==> config.mk <==
export PLATFORM = sky130hd
export DESIGN_NAME = bitop_unit
export DESIGN_NICKNAME = d
export VERILOG_FILES = /design/src/rtl/bitop_pkg.sv /design/src/rtl/bitop_decode.sv /design/src/rtl/bitop_addr.sv /design/src/rtl/bitop_exec.sv /design/src/rtl/bitop_unit.sv
export SDC_FILE = /design/constraint.sdc
export NUM_CORES = 1
export LEC_CHECK = 0
export BUFFER_PORTS_ARGS = -buffer_cell sky130_fd_sc_hd__clkbuf_2
export CAP_MARGIN = 20
export CORE_MARGIN = 2
export CORE_UTILIZATION = 54
export DETAILED_ROUTE_END_ITERATION = 7
export PLACE_DENSITY = 0.88
export SYNTH_ARGS = -nofsm -noshare
export SYNTH_HDL_FRONTEND = slang
export SYNTH_HIERARCHICAL = 1
export SYNTH_SLANG_ARGS = --single-unit
==> constraint.sdc <==
create_clock -name clk -period 3.1 [get_ports clk]
set_input_delay 0.31 -clock clk [delete_from_list [all_inputs] [get_ports clk]]
set_output_delay 0.31 -clock clk [all_outputs]
set_load 0.02 [all_outputs]
==> src/rtl/bitop_pkg.sv <==
package bitop_pkg;

  localparam int NIB_W = 4;
  localparam int BIX_W = 2;

  typedef enum logic [1:0] {
    BOP_CLR  = 2'd0,
    BOP_SET  = 2'd1,
    BOP_TSTF = 2'd2,
    BOP_TSTT = 2'd3
  } bop_e;

  typedef enum logic [1:0] {
    SRC_RAM  = 2'd0,
    SRC_PORT = 2'd1,
    SRC_ACC  = 2'd2
  } src_e;

  typedef enum logic [1:0] {
    AM_HL     = 2'd0,
    AM_DIRECT = 2'd1,
    AM_LR     = 2'd2
  } amode_e;

  typedef struct packed {
    logic             legal;
    bop_e             op;
    src_e             src;
    amode_e           am;
    logic [3:0]       dir;
    logic [BIX_W-1:0] bix;
    logic [1:0]       len;
    logic [1:0]       cyc;
  } dec_t;

  // Operation field of the two-byte forms
  function automatic bop_e pair_op(input logic [1:0] oo);
    case (oo)
      2'b00:   return BOP_TSTF;
      2'b01:   return BOP_SET;
      2'b10:   return BOP_TSTT;
      default: return BOP_CLR;
    endcase
  endfunction

  function automatic logic [NIB_W-1:0] bit_mask(input logic [BIX_W-1:0] b);
    return NIB_W'(1) << b;
  endfunction

endpackage

==> src/rtl/bitop_decode.sv <==
module bitop_decode
  import bitop_pkg::*;
(
  input  logic [7:0] op0,
  input  logic [7:0] op1,
  output dec_t       dec
);

  always_comb begin
    dec       = '0;
    dec.op    = BOP_CLR;
    dec.src   = SRC_RAM;
    dec.am    = AM_HL;
    if (op0[7:4] == 4'hF) begin
      dec.legal = 1'b1;
      dec.am    = AM_HL;
      dec.bix   = op0[1:0];
      dec.len   = 2'd1;
      dec.cyc   = 2'd1;
      case (op0[3:2])
        2'b00:   begin dec.op = BOP_CLR;  dec.src = SRC_RAM; end
        2'b01:   begin dec.op = BOP_SET;  dec.src = SRC_RAM; end
        2'b10:   begin dec.op = BOP_TSTF; dec.src = SRC_ACC; end
        default: begin dec.op = BOP_TSTF; dec.src = SRC_RAM; end
      endcase
    end else if (op0 == 8'h6C || op0 == 8'h6D) begin
      dec.legal = 1'b1;
      dec.am    = AM_DIRECT;
      dec.op    = pair_op(op1[7:6]);
      dec.bix   = op1[5:4];
      dec.dir   = op1[3:0];
      dec.src   = op0[0] ? SRC_PORT : SRC_RAM;
      dec.len   = 2'd2;
      dec.cyc   = 2'd2;
    end else if (op0 == 8'h60 || op0 == 8'h61 || op0 == 8'h62) begin
      dec.legal = 1'b1;
      dec.am    = AM_LR;
      dec.src   = SRC_PORT;
      dec.len   = 2'd1;
      dec.cyc   = 2'd2;
      case (op0[1:0])
        2'b00:   dec.op = BOP_CLR;
        2'b10:   dec.op = BOP_SET;
        default: dec.op = BOP_TSTF;
      endcase
    end
  end

endmodule

==> src/rtl/bitop_addr.sv <==
module bitop_addr
  import bitop_pkg::*;
#(
  parameter int RAM_AW  = 6,
  parameter int PORT_AW = 4
) (
  input  dec_t               dec,
  input  logic [RAM_AW-1:0]  hl,
  input  logic [3:0]         lr,
  output logic [RAM_AW-1:0]  ram_a,
  output logic [PORT_AW-1:0] port_a,
  output logic [BIX_W-1:0]   bix
);

  // LR page: ports 4..7 selected by the upper LR pair
  localparam logic [2:0] LR_BASE = 3'd4;

  logic [2:0] lr_port;

  always_comb begin
    lr_port = LR_BASE + {1'b0, lr[3:2]};
    ram_a   = (dec.am == AM_HL) ? hl : RAM_AW'(dec.dir);
    port_a  = (dec.am == AM_LR) ? PORT_AW'(lr_port) : PORT_AW'(dec.dir);
    bix     = (dec.am == AM_LR) ? lr[1:0] : dec.bix;
  end

endmodule

==> src/rtl/bitop_exec.sv <==
module bitop_exec
  import bitop_pkg::*;
(
  input  bop_e             op,
  input  src_e             src,
  input  logic [BIX_W-1:0] bix,
  input  logic [NIB_W-1:0] acc_v,
  input  logic [NIB_W-1:0] ram_v,
  input  logic [NIB_W-1:0] port_v,
  output logic [NIB_W-1:0] wdata,
  output logic             flag,
  output logic             is_write
);

  logic [NIB_W-1:0] src_v;
  logic [NIB_W-1:0] mask;
  logic             bitv;

  always_comb begin
    case (src)
      SRC_RAM:  src_v = ram_v;
      SRC_PORT: src_v = port_v;
      default:  src_v = acc_v;
    endcase
    mask     = bit_mask(bix);
    bitv     = |(src_v & mask);
    wdata    = src_v;
    flag     = 1'b1;
    is_write = 1'b0;
    case (op)
      BOP_CLR:  begin wdata = src_v & ~mask; is_write = 1'b1; end
      BOP_SET:  begin wdata = src_v | mask;  is_write = 1'b1; end
      BOP_TSTF: flag = ~bitv;
      default:  flag = bitv;
    endcase
  end

endmodule

==> src/rtl/bitop_unit.sv <==
module bitop_unit
  import bitop_pkg::*;
#(
  parameter int RAM_AW  = 6,
  parameter int PORT_AW = 4
) (
  input  logic               clk,
  input  logic               rst,
  input  logic               start,
  input  logic [7:0]         op0,
  input  logic [7:0]         op1,
  input  logic [3:0]         acc,
  input  logic [RAM_AW-1:0]  hl,
  input  logic [3:0]         lr,
  output logic               busy,
  output logic               not_mine,
  output logic               info_valid,
  output logic [1:0]         info_len,
  output logic [1:0]         info_cyc,
  output logic               done,
  output logic               ram_re,
  output logic               ram_we,
  output logic [RAM_AW-1:0]  ram_addr,
  output logic [3:0]         ram_wdata,
  input  logic [3:0]         ram_rdata,
  output logic               port_re,
  output logic               port_we,
  output logic [PORT_AW-1:0] port_addr,
  output logic [3:0]         port_wdata,
  input  logic [3:0]         port_rdata,
  output logic               sf_we,
  output logic               sf_d,
  output logic               cf_we,
  output logic               zf_we
);

  typedef enum logic [1:0] {ST_IDLE, ST_RD, ST_EX} st_e;

  st_e              st_q;
  dec_t             dec_n;
  logic [RAM_AW-1:0]  ram_a_n;
  logic [PORT_AW-1:0] port_a_n;
  logic [BIX_W-1:0]   bix_n;

  bop_e             op_q;
  src_e             src_q;
  logic [BIX_W-1:0] bix_q;
  logic [NIB_W-1:0] acc_q;
  logic [NIB_W-1:0] wd_q;

  logic [NIB_W-1:0] wdata_n;
  logic             flag_n;
  logic             wr_n;

  bitop_decode u_dec (
    .op0 (op0),
    .op1 (op1),
    .dec (dec_n)
  );

  bitop_addr #(
    .RAM_AW  (RAM_AW),
    .PORT_AW (PORT_AW)
  ) u_addr (
    .dec    (dec_n),
    .hl     (hl),
    .lr     (lr),
    .ram_a  (ram_a_n),
    .port_a (port_a_n),
    .bix    (bix_n)
  );

  bitop_exec u_exec (
    .op       (op_q),
    .src      (src_q),
    .bix      (bix_q),
    .acc_v    (acc_q),
    .ram_v    (ram_rdata),
    .port_v   (port_rdata),
    .wdata    (wdata_n),
    .flag     (flag_n),
    .is_write (wr_n)
  );

  always_ff @(posedge clk) begin
    if (rst) begin
      st_q       <= ST_IDLE;
      op_q       <= BOP_CLR;
      src_q      <= SRC_RAM;
      bix_q      <= '0;
      acc_q      <= '0;
      wd_q       <= '0;
      not_mine   <= 1'b0;
      info_valid <= 1'b0;
      info_len   <= '0;
      info_cyc   <= '0;
      done       <= 1'b0;
      ram_re     <= 1'b0;
      ram_we     <= 1'b0;
      ram_addr   <= '0;
      port_re    <= 1'b0;
      port_we    <= 1'b0;
      port_addr  <= '0;
      sf_we      <= 1'b0;
      sf_d       <= 1'b0;
    end else begin
      not_mine   <= 1'b0;
      info_valid <= 1'b0;
      done       <= 1'b0;
      ram_re     <= 1'b0;
      ram_we     <= 1'b0;
      port_re    <= 1'b0;
      port_we    <= 1'b0;
      sf_we      <= 1'b0;
      case (st_q)
        ST_IDLE: begin
          if (start) begin
            if (dec_n.legal) begin
              st_q       <= ST_RD;
              op_q       <= dec_n.op;
              src_q      <= dec_n.src;
              bix_q      <= bix_n;
              acc_q      <= acc;
              info_valid <= 1'b1;
              info_len   <= dec_n.len;
              info_cyc   <= dec_n.cyc;
              if (dec_n.src == SRC_RAM) begin
                ram_re   <= 1'b1;
                ram_addr <= ram_a_n;
              end
              if (dec_n.src == SRC_PORT) begin
                port_re   <= 1'b1;
                port_addr <= port_a_n;
              end
            end else begin
              not_mine <= 1'b1;
            end
          end
        end
        ST_RD: st_q <= ST_EX;
        default: begin
          st_q    <= ST_IDLE;
          done    <= 1'b1;
          sf_we   <= 1'b1;
          sf_d    <= flag_n;
          wd_q    <= wdata_n;
          ram_we  <= wr_n && (src_q == SRC_RAM);
          port_we <= wr_n && (src_q == SRC_PORT);
        end
      endcase
    end
  end

  assign busy       = (st_q != ST_IDLE);
  assign ram_wdata  = wd_q;
  assign port_wdata = wd_q;
  assign cf_we      = 1'b0;
  assign zf_we      = 1'b0;

endmodule

[After elaboration in Yosys (flattened, before gate mapping)]
Index checks and enable logic that the tools add are counted.
Word-level totals
  output and inout port bits: 34
  input port bits: 41
  word-level logic and storage cells: 98
  bits in registers: 38
Operators by class
  bitwise operators: 8
  shifts and indexed selects: 1
  muxes and demuxes: 27
  $add $sub $neg: 1
  eq/ne operators: 19
  reductions and logical operators: 24
Operator list (count)
  $eq A8 B7 Y1 const B: 5
  $mux W7: 3
  $mux W6: 3
  $logic_not A2 Y1: 8
  $pmux W4 S2: 2
  $eq A2 B1 Y1 const B: 6
  $mux W4: 3
  $pmux W4 S3: 1
  $eq A2 B2 Y1 const B: 5
  $and A4 B4 Y4: 2
  $pmux W2 S2: 2
  $reduce_and A4 Y1: 2
  $reduce_or A4 Y1: 2
  $mux W1: 7
  $mux W2: 3
  $pmux W2 S3: 1
  $reduce_or A3 Y1: 2
  $eq A4 B4 Y1 const B: 1
  $ne A2 B2 Y1 const B: 2
  $not A1 Y1: 4
  $not A4 Y4: 1
  $or A4 B4 Y4: 1
  $reduce_or A2 Y1: 2
  $shl A1 B2 Y4 const A: 1
  8 further kinds: 11

[Logic depth before layout (Yosys ltp)]
Gate-level depths: netlist of the first run.
  word-level depth: 9
  mapped depth: 8
  gate-level depth less buffers: 7

[Cells and area by module]
The synthesis of the first run kept the hierarchy.
By module, submodules not included
  bitop_unit: seq. area each 760.7 um^2, instances 1, area an instance 1492.7 um^2, cells an instance 153
  bitop_exec: seq. area each 0.0 um^2, instances 1, area an instance 256.5 um^2, cells an instance 33
  bitop_decode: seq. area each 0.0 um^2, instances 1, area an instance 247.7 um^2, cells an instance 32
  bitop_addr: seq. area each 0.0 um^2, instances 1, area an instance 142.6 um^2, cells an instance 14

[Worst setup path before layout of the first run]
No wires, ideal clock.
  path kind: register to register
  start point: register src_q[0]
  end point: register sf_d
  cell stages (with the launch flop): 7
  arrival time: 1.616 ns
  data required time: 2.972 ns
  path slack: 1.356 ns
  library setup time: 0.128 ns
  period minus slack after synthesis: 1.744 ns
  buffers on the path: 0
  path through: dfxtp_1 > mux2_2 > mux4_2 > nor3_1 > a211oi_1 > mux2i_1 > nor2_1
On the way
  word-level cells in the longest chain between the ends: 6
  elaborated cells between the ends (all ways): 7
  those cells by class: 1 x eq/ne; 2 x mux; 2 x bitwise; 2 x reduce/logical
RTL lines
  from (decl): RTL line bitop_unit.sv:46  | src_e src_q;
  from (signal assigned): RTL line bitop_unit.sv:121  | src_q <= dec_n.src;
  $eq A2 B1 Y1 / $logic_not A2 Y1 (equally long branches): RTL line bitop_exec.sv:20  | case (src)
  $pmux W4 S2 *: RTL line bitop_exec.sv:20
  $and A4 B4 Y4 *: RTL line bitop_exec.sv:26  | bitv = |(src_v & mask);
  $reduce_or A4 Y1 *: RTL line bitop_exec.sv:26
  $not A1 Y1: RTL line bitop_exec.sv:33  | BOP_TSTF: flag = ~bitv;
  $pmux W1 S2 *: RTL line bitop_exec.sv:30  | case (op)
  named net flag_n: RTL line bitop_unit.sv:52  | logic flag_n;
  to (signal assigned): RTL line bitop_unit.sv:145  | sf_d <= flag_n;
  to (decl): RTL line bitop_unit.sv:32  | output logic sf_d,
Mark *: on every way through the listed nets, which the timed path passes. The rest lies on a longest branch.
A chain may end at the register's enable or synchronous reset.

[Final worst setup path of the first run]
Same ends and word-level chain as after synthesis.

==> impl_metrics.tcl, run 1 <==
set metrics [dict create \
    status "finished clean" \
    design_area_um2 2550 \
    p_comb_share_pct 9.5 \
    min_period_ns 1.98 \
    place_inst 331 \
    wl_per_cell_um 13.4 \
    via_count 1848 \
    first_global_vias 1720 \
    path_clk_slew_ns 0.07 \
    critPathMostFrequentCell "mux2i_1" \
    place_congestion 0.838 \
    reg2reg_setup_slack_ns 1.12 \
    yosys_most_used_dff "dfxtp_1" \
    ant_nets 0 \
    drt-total-wl_um 4530 \
    cp_num_buf_inv 0 \
    ys_ff_latch 38 \
    hold_violations 0 \
    drv_cap 0 \
    worstReg2RegEnd "sf_d" \
    finalCritPeriodShare_pct 63.8 \
    clock-root-buffer "clkbuf_8" \
    grt_use_total_pct 22.0 \
    final_common_cell "clkbuf_2" \
    worst_ep_required_time_ns 3.32 \
    crit_family "multiplexers" \
    clock_latency_ns 0.29 \
    placed_cell_area_um2 2440 \
    syn_avg_cell_area_um2 9.22 \
    maxSlewHeadroom_pct 47.5 \
    cts_buffers 5 \
    dr.pass1.iters 4 \
    met3_usage_pct 4.56 \
    power.leakage_uw 0.00106 \
    io_buffers 72 \
    drt_iter0_drc 120 \
    worstPathCellList "mux2_2, mux4_2, mux2i_1, a211oi_1, mux2i_1, nor2_1" \
    peakVddDrop_v 0.000205 \
    cp_slowest_cell "dfxtp_1" \
    hpwl_um 3400 \
    cts_tree "done" \
    std_cell_rows 22 \
    fin_cells 339 \
    synth-seq-area-share_pct 35.6 \
    coreArea_um2 3740 \
    drive_above_1_share_pct 36.4 \
    hold_depth 3 \
    p_seq_share_pct 49.4 \
    grt_setup_unrepaired "no" \
    dieWidth_um 66.9 \
    max_freq_mhz 506 \
    grt_max_degree 47 \
    synth_area_um2 2140 \
    cpPeakStageDelay_ns 0.51 \
    cts_setup_buffers 0 \
    grt_pass1_wl_um 7450 \
    setup_viol_count_final 0 \
    worst_setup_path_end_kind "flip-flop" \
    syn_inst 232 \
    r2r_start "src_q[0]" \
    synth-edff-count 0 \
    cts_sinks 38 \
    start_util_pct 57.2 \
    syn_to_final_growth_pct 19.0 \
    cts.path.max_buffers 2 \
    num_io_pins 75 \
    h-tree-depth 2 \
    grt.overflow.total 0 \
    fin_setup_tns_ns 0 \
    antenna_found_initial 0 \
    ff2ff_path_depth 6 \
    drv_slew 0 \
    globalRouteMet1Util_pct 26.6 \
    powerDensity_nw_per_um2 393 \
    layout.nets 333 \
    worst_pin_slew_ns 0.788 \
    arrival_ns 2.20 \
    use_met2_pct 37.5 \
    cp_max_fo 7 \
    p_clk_share_pct 41.1 \
    ctsHoldBuffers 0 \
    hp-class "input port to flip-flop" \
    die_h_um 66.9 \
    final_util_pct 68.0 \
    grt-busiest-layer "met2" \
    final_cell_mix "72 x clkbuf_2, 38 x dfxtp_1, 32 x nand2_1, 20 x nand2b_1, 20 x mux2i_1" \
    hold-path-endpoint "acc_q[3]" \
    drc 0 \
    hold_start "acc[3]" \
    switching_share_pct 22.6 \
    intPower_uw 775 \
    antenna-diode-count 0 \
    viasPerCell 5.45 \
    cp-start-kind "flip-flop" \
    cts_resized 0 \
    synth_warnings 6 \
    p_switching_uw 226 \
    synthArstFlopShare_pct 0 \
    synth.distinct_cells 51 \
    crit_type "flip-flop to flip-flop" \
    dieArea_um2 4480 \
    skew_ns 0.00844 \
]
## area by class of cell
class,instances,area (µm²)
clock buffers,5,68.8
fillers,313,1200
flip-flops and latches,38,761
multi-input cells,169,1240
well taps,48,60.1
repair buffers,72,360
inverters,4,15.0
clock inverters,3,40.0
## cell usage after synthesis, types with 2 or more instances
cell type	n	area [µm²]
a211o_1	2	17.5
a21oi_1	17	85.1
a22o_1	2	17.5
and2_1	6	37.5
buf_1	2	7.51
buf_2	4	20.0
buf_4	8	60.1
clkbuf_1	6	22.5
dfxtp_1	38	761
ha_1	2	25.0
inv_1	4	15.0
mux2_2	11	124
mux2i_1	20	200
mux4_2	2	45.0
nand2_1	32	120
nand2b_1	20	125
nand3b_1	2	15.0
nand4bb_4	2	55.1
nor2_1	11	41.3
nor2_4	2	22.5
nor2b_1	2	12.5
nor3_1	3	15.0
nor3b_1	3	22.5
o21ai_0	3	15.0
or2_2	2	12.5
## state kept, by name (all words and copies together), names as in the netlist, 2 cells and up
name / count
op_q: 2
port_addr: 4
info_cyc: 2
src_q: 2
port_wdata: 4
bix_q: 2
info_len: 2
acc_q: 4
ram_addr: 6
st_q: 2
## worst max-delay path by stage
| stage | slack (ns) | endpoint | start | cells past startpoint |
|---|---|---|---|---|
| finish | 1.12 | sf_d | src_q[0] | 6 |
| floorplan | 1.36 | sf_d | src_q[0] | 6 |
| CTS | 1.14 | sf_d | src_q[0] | 6 |
| global placement | 0.99 | bix_q[0] | op0[0] | 7 |
| detailed placement | 0.90 | info_len[1] | op0[3] | 7 |
| global route | 1.02 | info_len[1] | op0[0] | 7 |
## cells by family (layout without fill, tap and decap cells)
logic type | Yosys count | in the layout | share of synthesized area [%]
AOI/OAI and AO/OA | 31 | 31 | 9.06
adders and majority gates | 2 | 2 | 1.17
buffers and inverters | 26 | 84 | 6.61
DFF | 38 | 38 | 35.6
muxes | 34 | 34 | 17.8
other | 1 | 2 | 0.175
and+or+nand+nor | 100 | 100 | 29.6
## metrics by stage
step / total power [µW] / hold WS, ns / worst slack (ns)
floorplan: 564 / 0.435 / 1.36
global placement: 598 / 0.455 / 0.989
detailed placement: 600 / 0.461 / 0.899
CTS: 1010 / 0.240 / 1.14
global route: 1040 / 0.249 / 1.02
finish: 1000 / 0.241 / 1.12
## power groups by stage
stage,Sequential [µW],Clock [µW],Combinational (µW)
global route,495,437,105
detailed placement,506,0,94.0
finish,495,412,94.9
floorplan,509,0,54.7
CTS,495,416,94.5
global placement,506,0,91.8
## per-layer routing
layer	vias up	wire, µm	share of wire [%]
met3	10	315	7.0
met4	0	100	2.2
met5	-	0	0
met2	79	2160	48
met1	855	1960	43
li1	904	-	-
## tightest hold or removal path, delay by kind of cell
kind | cells | cell delay (ns)
AND/OR/NAND/NOR | 1 | 0.05
AO/OA/AOI/OAI | 1 | 0.05
buffers and inverters | 1 | 0.08
Note: power is estimated with default switching activity, not from simulation.
==> inputs of run 2 (changes only) <==
Settings changed: CORE_UTILIZATION 54 to 45, PLACE_DENSITY 0.88 to 0.79.
Clock period 3.1 ns to 1.6 ns, I/O delays scaled along.
==> run 2 against run 1 <==
Worst setup slack got worse by 1.2 ns. Total power rose by 97%. Maximum frequency rose by 15%. Sequential power rose by 93%. The run now ends with setup timing left. Cell area rose by 9.2%. Combinational power rose by 130%. Sequential share of layout area fell by 2.4 points. Register-to-register slack got worse by 1.2 ns. Clock power rose by 94%. Critical path depth did not move. Via count rose by 1.2%. Critical path type unchanged.
==> impl_metrics.tcl, run 2 (synthesis gave the netlist of run 1 again) <==
set metrics [dict create \
    start_util_pct 45.9 \
    arrival_ns 1.90 \
    largest_register_ffs 6 \
    clock_latency_ns 0.29 \
    cts_tree "done" \
    clock-root-buffer "clkbuf_8" \
    fin_ws_ns -0.116 \
    design_area_um2 2780 \
    cts_setup_buffers 0 \
    finalCritPeriodShare_pct 107 \
    final_cell_mix "72 x clkbuf_2, 37 x dfxtp_1, 32 x nand2_1, 22 x buf_4" \
    drv_slew 0 \
    skew_ns 0.00425 \
    fin_setup_tns_ns -0.116 \
    antenna-diode-count 0 \
    r2r_start "src_q[0]" \
    hpwl_um 3640 \
    drt-total-wl_um 4580 \
    via_count 1870 \
    die_h_um 73.0 \
    num_io_pins 75 \
    crit_type "flip-flop to flip-flop" \
    viasPerCell 5.07 \
    min_period_ns 1.72 \
    cp-start-kind "flip-flop" \
    std_cell_rows 25 \
    first_global_vias 1659 \
    dieArea_um2 5320 \
    worst_setup_path_end_kind "flip-flop" \
    grt_use_total_pct 17.4 \
    layout.nets 357 \
    drive_above_1_share_pct 41.9 \
    violations "setup timing" \
    status "finished, violations left" \
    final_common_cell "clkbuf_2" \
    syn_to_final_growth_pct 29.9 \
    grt.overflow.total 0 \
    dieWidth_um 73.0 \
    path_clk_slew_ns 0.07 \
    dp_slack_ns -0.221 \
    placed_cell_area_um2 2660 \
    drv_cap 0 \
    hold_violations 0 \
    grt_max_degree 31 \
    max_freq_mhz 583 \
    io_buffers 72 \
    drc 0 \
    cts_buffers 5 \
    dr.pass1.iters 4 \
    antenna_found_initial 0 \
    hp-class "input port to flip-flop" \
    grt_pass1_wl_um 7210 \
    crit_start "src_q[0]" \
    cp_max_fo 5 \
    wl_per_cell_um 12.4 \
    place_congestion 0.883 \
    power.leakage_uw 0.00119 \
    cts.path.max_buffers 2 \
    powerDensity_nw_per_um2 709 \
    coreArea_um2 4660 \
    h-tree-depth 2 \
    hold_start "acc[3]" \
    ant_nets 0 \
    worst_ep_required_time_ns 1.78 \
    peakVddDrop_v 0.000467 \
    cts_sinks 38 \
    grt_setup_unrepaired "yes" \
    whs_ns 0.0996 \
    setup_viol_count_final 1 \
    drt_iter0_drc 145 \
    regMostFlops "ram_addr" \
]
[run 2: final cells by class]
class | instances | area, µm²
Fill cell | 402 | 1880
Multi-Input combinational cell | 169 | 1260
Clock inverter | 2 | 36.3
Clock buffer | 6 | 72.6
Tap cell | 54 | 67.6
Sequential cell | 38 | 764
Inverter | 4 | 15.0
Timing Repair Buffer | 96 | 566
[run 2: per-stage QoR]
step | power (µW) | utilization (%) | cells
global route | 2040 | 59.7 | 369
global placement | 1190 | 57.0 | 361
floorplan | 1090 | - | 233
detailed placement | 1190 | 57.0 | 361
CTS | 1990 | 59.4 | 369
finish | 1970 | 59.7 | 369
[run 2: repair_timing]
item                       4_1_cts  5_1_grt
gates resized for setup          0        3
setup endpoints to repair        1        1
hold buffers                     0        0
pin swaps                        0        1
[run 2: critical path, stage by stage (launching register included)]
cell,delay [ns]
dfxtp_4,0.38
mux2_1,0.35
mux4_2,0.50
nor3_2,0.14
a211oi_2,0.05
mux2i_1,0.15
nor2_1,0.05
[run 2: final timing paths]
path	endpoint	slack, ns	cells past startpoint
worst max-delay path	sf_d	-0.12	6
worst min-delay path	acc_q[3]	0.1	3
worst max register to register	sf_d	-0.12	6
worst min register to register	info_cyc[1]	0.46	2
[run 2: metal layers]
layer	vias to the layer above	share of wire [%]	GRT usage, %
met4	0	1.3	5.14
met5	-	0	0
met1	854	47	23.6
met3	4	5.0	3.45
met2	55	46	28.0
li1	957	-	-
[run 2: power by group]
group | switching, µW | internal, µW | leakage (µW)
clock network | 335 | 466 | 0.0000557
logic | 100 | 113 | 0.000830
registers | 5.35 | 952 | 0.000307
